**config.mk**
```make
export PLATFORM = sky130hd
export DESIGN_NAME = dma_burst_seq
export DESIGN_NICKNAME = d
export VERILOG_FILES = /design/src/rtl/dbs_pkg.sv /design/src/rtl/dbs_len_legalize.sv /design/src/rtl/dbs_beat_counter.sv /design/src/rtl/dbs_ctrl.sv /design/src/rtl/dma_burst_seq.sv
export SDC_FILE = /design/constraint.sdc
export NUM_CORES = 1
export LEC_CHECK = 0
export ABC_AREA = 1
export BUFFER_PORTS_ARGS = -buffer_cell sky130_fd_sc_hd__buf_2
export CAP_MARGIN = 20
export CORE_MARGIN = 3
export CORE_UTILIZATION = 44
export CTS_BUF_LIST = sky130_fd_sc_hd__clkbuf_16
export DETAILED_ROUTE_END_ITERATION = 7
export PLACE_DENSITY = 0.63
export SYNTH_ARGS = -nofsm -noshare
export SYNTH_HDL_FRONTEND = slang
export SYNTH_SLANG_ARGS = --single-unit
```
**constraint.sdc**
```tcl
create_clock -name clk -period 1.57 [get_ports clk]
set_input_delay 0.3925 -clock clk [delete_from_list [all_inputs] [get_ports clk]]
set_output_delay 0.3925 -clock clk [all_outputs]
set_load 0.1 [all_outputs]
```
**src/rtl/dbs_pkg.sv**
```systemverilog
package dbs_pkg;
  typedef enum logic [1:0] {
    ST_IDLE = 2'd0,
    ST_RUN  = 2'd1,
    ST_DONE = 2'd2
  } dbs_state_e;
endpackage

```
**src/rtl/dbs_len_legalize.sv**
```systemverilog
// Maps a raw length code onto the highest power of two not above it.
// Zero stays zero (meaning "no limit").
module dbs_len_legalize #(
  parameter int LEN_W = 6
) (
  input  logic [LEN_W-1:0] len_i,
  output logic [LEN_W-1:0] limit_o
);
  always_comb begin
    limit_o = '0;
    for (int i = 0; i < LEN_W; i++) begin
      if (len_i[i]) limit_o = LEN_W'(1) << i;
    end
  end
endmodule

```
**src/rtl/dbs_beat_counter.sv**
```systemverilog
module dbs_beat_counter #(
  parameter int CNT_W = 6
) (
  input  logic             clk,
  input  logic             rst_n,
  input  logic             clear_i,
  input  logic             step_i,
  input  logic [CNT_W-1:0] limit_i,
  output logic             at_last_o
);
  logic [CNT_W-1:0] cnt_q;

  always_ff @(posedge clk or negedge rst_n) begin
    if (!rst_n)       cnt_q <= '0;
    else if (clear_i) cnt_q <= '0;
    else if (step_i)  cnt_q <= cnt_q + CNT_W'(1);
  end

  assign at_last_o = (cnt_q == (limit_i - CNT_W'(1)));
endmodule

```
**src/rtl/dbs_ctrl.sv**
```systemverilog
module dbs_ctrl
  import dbs_pkg::*;
#(
  parameter int CNT_W      = 6,
  parameter int DESC_BEATS = 1
) (
  input  logic             clk,
  input  logic             rst_n,
  input  logic             start_i,
  input  logic             desc_sel_i,
  input  logic             tx_dir_i,
  input  logic [CNT_W-1:0] data_limit_i,
  input  logic             fifo_full_i,
  input  logic             fifo_empty_i,
  input  logic             beat_ready_i,
  input  logic             cnt_last_i,
  output logic             beat_valid_o,
  output logic             beat_last_o,
  output logic             done_o,
  output logic             cnt_clear_o,
  output logic             cnt_step_o,
  output logic [CNT_W-1:0] limit_o,
  output logic             desc_q_o,
  output logic             tx_q_o,
  output logic             unl_q_o
);
  dbs_state_e st_q, st_d;
  logic       blocked;
  logic       hs;
  logic       accept;

  assign accept  = (st_q == ST_IDLE) && start_i;
  assign blocked = !desc_q_o && (tx_q_o ? fifo_full_i : fifo_empty_i);

  assign beat_valid_o = (st_q == ST_RUN) && !blocked;
  assign hs           = beat_valid_o && beat_ready_i;
  assign beat_last_o  = beat_valid_o && !unl_q_o && cnt_last_i;
  assign done_o       = (st_q == ST_DONE);
  assign cnt_clear_o  = accept;
  assign cnt_step_o   = hs;

  always_comb begin
    st_d = st_q;
    unique case (st_q)
      ST_IDLE: if (start_i) st_d = ST_RUN;
      ST_RUN: begin
        if (blocked)                st_d = ST_DONE;
        else if (hs && beat_last_o) st_d = ST_DONE;
      end
      ST_DONE: st_d = ST_IDLE;
      default: st_d = ST_IDLE;
    endcase
  end

  always_ff @(posedge clk or negedge rst_n) begin
    if (!rst_n) begin
      st_q     <= ST_IDLE;
      desc_q_o <= 1'b0;
      tx_q_o   <= 1'b0;
      unl_q_o  <= 1'b0;
      limit_o  <= '0;
    end else begin
      st_q <= st_d;
      if (accept) begin
        desc_q_o <= desc_sel_i;
        tx_q_o   <= tx_dir_i;
        unl_q_o  <= !desc_sel_i && (data_limit_i == '0);
        limit_o  <= desc_sel_i ? CNT_W'(DESC_BEATS) : data_limit_i;
      end
    end
  end
endmodule

```
**src/rtl/dma_burst_seq.sv**
```systemverilog
module dma_burst_seq #(
  parameter int DATA_W = 32,
  parameter int LEN_W  = 6
) (
  input  logic             clk,
  input  logic             rst_n,
  input  logic             start_i,
  input  logic             desc_sel_i,
  input  logic [LEN_W-1:0] burst_len_i,
  input  logic             tx_dir_i,
  input  logic             fifo_full_i,
  input  logic             fifo_empty_i,
  output logic             beat_valid_o,
  input  logic             beat_ready_i,
  output logic             beat_last_o,
  output logic             done_o
);
  localparam int DESC_BEATS = 32 / DATA_W;

  logic [LEN_W-1:0] data_limit;
  logic [LEN_W-1:0] limit_q;
  logic             cnt_clear;
  logic             cnt_step;
  logic             cnt_last;
  logic             desc_q;
  logic             tx_q;
  logic             unl_q;

  dbs_len_legalize #(.LEN_W(LEN_W)) u_legal (
    .len_i   (burst_len_i),
    .limit_o (data_limit)
  );

  dbs_beat_counter #(.CNT_W(LEN_W)) u_cnt (
    .clk       (clk),
    .rst_n     (rst_n),
    .clear_i   (cnt_clear),
    .step_i    (cnt_step),
    .limit_i   (limit_q),
    .at_last_o (cnt_last)
  );

  dbs_ctrl #(.CNT_W(LEN_W), .DESC_BEATS(DESC_BEATS)) u_ctrl (
    .clk          (clk),
    .rst_n        (rst_n),
    .start_i      (start_i),
    .desc_sel_i   (desc_sel_i),
    .tx_dir_i     (tx_dir_i),
    .data_limit_i (data_limit),
    .fifo_full_i  (fifo_full_i),
    .fifo_empty_i (fifo_empty_i),
    .beat_ready_i (beat_ready_i),
    .cnt_last_i   (cnt_last),
    .beat_valid_o (beat_valid_o),
    .beat_last_o  (beat_last_o),
    .done_o       (done_o),
    .cnt_clear_o  (cnt_clear),
    .cnt_step_o   (cnt_step),
    .limit_o      (limit_q),
    .desc_q_o     (desc_q),
    .tx_q_o       (tx_q),
    .unl_q_o      (unl_q)
  );
endmodule

```
# --- After elaboration in Yosys (flattened, before gate mapping) ---
# Cells that the tools add are included.
classes:
  eq_ne: 5
  add_sub_neg: 2
  reduce_logical: 16
  n_mux: 14
ops:
  columns: ["op", "count"]
  rows:
  - ["$mux W6", 4]
  - ["$logic_and A1 B1 Y1", 8]
  - ["$mux W2", 4]
  - ["$add A6 B1 Y6 const B", 1]
  - ["$eq A6 B6 Y1", 1]
  - ["$logic_not A6 Y1", 1]
  - ["$sub A6 B1 Y6 const B", 1]
  - ["$mux W5", 1]
  - ["$logic_not A1 Y1", 4]
  - ["$mux W4", 1]
  - ["$pmux W2 S2", 1]
  - ["$mux W3", 1]
  - ["$ne A3 B2 Y1 const B", 1]
  - ["$eq A2 B1 Y1 const B", 1]
  - ["$eq A2 B2 Y1 const B", 1]
  - ["$logic_not A2 Y1", 1]
  - ["$mux W1", 2]
  - ["$ne A2 B2 Y1 const B", 1]
  - ["$reduce_and A2 Y1", 1]
  - ["$reduce_bool A2 Y1", 1]
word_totals:
  register_bits: 17

# --- Longest topological paths before layout ---
depth:
  word_depth: 10
  mapped_depth: 11
  depth_no_buf: 11

# --- By module ---
# From an unflattened synthesis, not the netlist that was laid out.
hier_totals:
  cells_unflattened: 174
  hier_area_um2: 1142.3
modules_own_cells:
  columns: ["module", "cells_each", "instances", "area_per_inst_um2"]
  rows:
  - ["dbs_beat_counter", 91, 1, 553.0]
  - ["dbs_ctrl", 68, 1, 526.8]
  - ["dbs_len_legalize", 15, 1, 62.6]

# --- Least setup slack after synthesis ---
# Ideal clock, no wire load.
synth_path:
  path_type: "input to output"
  start: "input port fifo_full_i"
  end: "output port beat_last_o"
  path_stages: 5
  path_slack_ps: -3055
  arrival_time_ps: 4232
  n_path_buf: 0
  t_required_ps: 1177
  path_cell_list: "nand2_1 nand2_2 a21oi_4 nand2_2 nor4_1"
synth_between:
  elab_chain_cells: 6
synth_lines:
  columns: ["element", "line", "rtl"]
  rows:
  - ["start: declaration", "dma_burst_seq.sv:11", "input logic fifo_full_i,"]
  - ["$mux W1", "dbs_ctrl.sv:33", "assign blocked = !desc_q_o && (tx_q_o ? fifo_full_i : fifo_empty_i);"]
  - ["$logic_and A1 B1 Y1", "dbs_ctrl.sv:33", null]
  - ["$logic_not A1 Y1", "dbs_ctrl.sv:35", "assign beat_valid_o = (st_q == ST_RUN) && !blocked;"]
  - ["$logic_and A1 B1 Y1", "dbs_ctrl.sv:35", null]
  - ["named net beat_valid_o", "dma_burst_seq.sv:13", "output logic beat_valid_o,"]
  - ["$logic_and A1 B1 Y1 (2 in a row)", "dbs_ctrl.sv:37", "assign beat_last_o = beat_valid_o && !unl_q_o && cnt_last_i;"]
  - ["end: declaration", "dma_burst_seq.sv:15", "output logic beat_last_o,"]
# The timed path passes the listed nets, and every way through them passes these cells.

# --- Final worst setup path ---
layout_path:
  start: "register u_ctrl.limit_o[1]"
  end: "output port beat_last_o"
layout_between:
  elab_chain_cells: 3
layout_lines:
  columns: ["element", "line", "rtl"]
  rows:
  - ["start: declaration", "dbs_ctrl.sv:22", "output logic [CNT_W-1:0] limit_o,"]
  - ["start signal: assignment", "dbs_ctrl.sv:68", "limit_o <= desc_sel_i ? CNT_W'(DESC_BEATS) : data_limit_i;"]
  - ["$sub A6 B1 Y6", "dbs_beat_counter.sv:19", "assign at_last_o = (cnt_q == (limit_i - CNT_W'(1)));"]
  - ["$eq A6 B6 Y1", "dbs_beat_counter.sv:19", null]
  - ["$logic_and A1 B1 Y1", "dbs_ctrl.sv:37", null]
# No other way between the ends.

==> flow_summary.ini <==
[critical_path]
critPathLaunchType = flip-flop
cp_max_fo = 2
critical-path-max-stage-delay_ps = 370
critPathBufInv = 3
crit_chain = inv_2 > ha_4 > inv_2 > nand2_2 > nand3_2 > nor2_2 > nand2_2 > nor4_4 > buf_12
path_class = reg -> out
crit_family = simple AND/OR/NAND/NOR gates
cp.arrival_ps = 1840
end_kind = primary output
crit_slowest_cell = dfrtp_1
crit_required_ps = 1180

[die]
rows = 16
start_util_pct = 49.3
pin_count = 17
dieArea_mm2 = 0.00298
coreArea_mm2 = 0.00210
dieWidth_um = 54.6
die_y_um = 54.6

[synthesis]
synth-warning-count = 0
synth_edf_count = 0
synth_seq_cells = 17
yosys.area.top_type_share_pct = 41.0
netlist_area_mm2 = 0.00104
ys.flop_type = dfrtp_1
synth_cells = 144
syn_nets = 160
syn_avg_cell_area_um2 = 7.20
yosysSeqAreaShare_pct = 41.0
ys_async_sr_fraction_pct = 100
synth_area_leaders = dfrtp_1 (41%), nand2_1 (14%), inv_1 (8.3%)
synth_top_cell_by_area = dfrtp_1
synth_cell_types = 26
synth.most_common_cell = nand2_1
ys_top_cells_by_count = nand2_1 (40), inv_1 (23), dfrtp_1 (17), nand3_1 (13), nor2_1 (11)

[cts]
clockBufferDepth = 2
cts_sinks = 17
cts_tree = done
cts.clk_slew.worst_paths_ps = 50
ctsHoldBuffers = 0
cts-buffers-inserted = 3
htree_levels = 1
cts_root_buf = clkbuf_16
clock_latency_ps = 250

[finish]
antenna_cells = 0
multi_input_area_um2 = 579
drive_gt1_share_pct = 39.8
area_delta_synth_final_pct = 50.9
final-seq-area_um2 = 425
fillCellCount = 174
nNetsFinal = 208

[power_and_ir_drop]
powerDensity_mw_per_mm2 = 1920
power.leakage_uw = 0.000805
p_total_uw = 3010
ir_worst_vdd_mv = 1.15

[sta]
rsz0062_at_grt = true
fin_crit_sh_pct = 142
slew_headroom_pct = 73.6
hold_viol = 0
finalSetupTns_ps = -883
min_period_ps = 2230
finalClockSkew_ps = 2.46
tightest_slew_ps = 397
finalMaxSlewViolations = 0
postLayoutSetupSlackWorst_ps = -662
fmax_mhz = 448
setup_viol = 3

[place]
gp_congestion = 0.836
port_buffers = 16
dp_hpwl_um = 2060

[routing]
initialDrtViolationCount = 17
dr.pass1.iters = 4
via_count = 1115
drc = 0
routed_wl_um = 2920
routed_via_density = 5.11
detail-route-antenna-nets = 0
routedWlPerCell_um = 13.4

[grt]
grt_overflow = 0
grt.total_usage_pct = 21.7
grt_max_degree = 18
grt_pass1_vias = 1078
antenna_found_initial = 0
grt_pass1_wl_um = 4500

[worst_hold_path]
hp-class = in -> async

[status]
violations = negative setup slack
outcome = finished with violations

[flow_run]
maxCapViolCount = 0
sequential cells by signal, indices dropped and copies added (netlist names):
register,count
u_ctrl.st_q,2
u_cnt.cnt_q,6
u_ctrl.tx_q_o,1
u_ctrl.limit_o,6
u_ctrl.desc_q_o,1
u_ctrl.unl_q_o,1
path summary, 6_finish.rpt:
path	start	endpoint	slack [ps]	cells after the start
setup reg to reg	u_ctrl.limit_o[1]	u_ctrl.st_q[0]	-50	12
setup / recovery	u_ctrl.limit_o[1]	beat_last_o	-660	9
max in group asynchronous	rst_n	u_ctrl.st_q[0]	1220	1
hold reg to reg	u_ctrl.desc_q_o	u_ctrl.desc_q_o	510	1
hold / removal	rst_n	u_ctrl.limit_o[5]	70	1
min in group clk	burst_len_i[5]	u_ctrl.limit_o[4]	370	2
power by group:
part           internal, uW  switching (uW)
Sequential              567            96.9
Clock                   338             162
Combinational           797            1050
Total                  1700            1310
per-stage QoR:
stage               utilization, %  instance area, um^2  setup slack, ps  cells  hold WS, ps
floorplan                        -                 1060            -1170    144         96.9
global placement              66.2                 1390             -344    210          334
detailed placement            66.2                 1390             -371    210          341
CTS                           70.8                 1490             -642    215         78.1
global route                  74.5                 1570             -751    218         86.5
finish                        74.5                 1570             -662    218         66.8
cells in the final DEF, fill, tap and decap left out, types with 2 or more instances in the layout:
cell and count:
inv_2 6, buf_6 3, o32ai_1 3, nand3_2 4, buf_2 13, xor2_1 2, nor2_2 4, nor2_1 7
nand2_2 9, buf_12 3, dfrtp_1 17, inv_1 21, o22ai_1 2, nand2_1 35, clkbuf_16 3, o21ai_1 4
buf_4 25, o21ai_0 3, a21oi_1 4, nand3_1 10
routing by layer:
layer	up-vias	GRT usage, %	wire length (um)
li1	549	-	-
met4	0	9.96	83
met3	12	4.09	127
met2	31	38.2	1560
met5	-	0	0
met1	523	25.1	1150
cell families (layout without fill, tap and decap cells):
group                      after synthesis  count (layout)  share of synthesized area (%)
and+or+nand+nor                         74              74                           31.4
AOI/OAI and AO/OA                       20              20                           12.4
DFF                                     17              17                           41.0
buffers and inverters                   28              75                           10.3
xor gates and xnor gates                 3               3                           2.53
adders and majority gates                2               2                           2.41
repair_timing:
item / CTS / global route
pin swaps: 6 / 6
setup buffers: 1 / 3
endpoints found under the setup margin: 4 / 5
resized for setup: 4 / 17
endpoints found under the hold margin: 0 / 0
layout make-up:
type,count,share of cell area [%]
Tap cell,27,2.16
Clock buffer,3,4.80
Timing Repair Buffer,44,22.1
Inverter,27,6.47
Multi-Input combinational cell,99,37.0
Sequential cell,17,27.2
Clock inverter,1,0.240
Power figures use the tool's default switching activity.
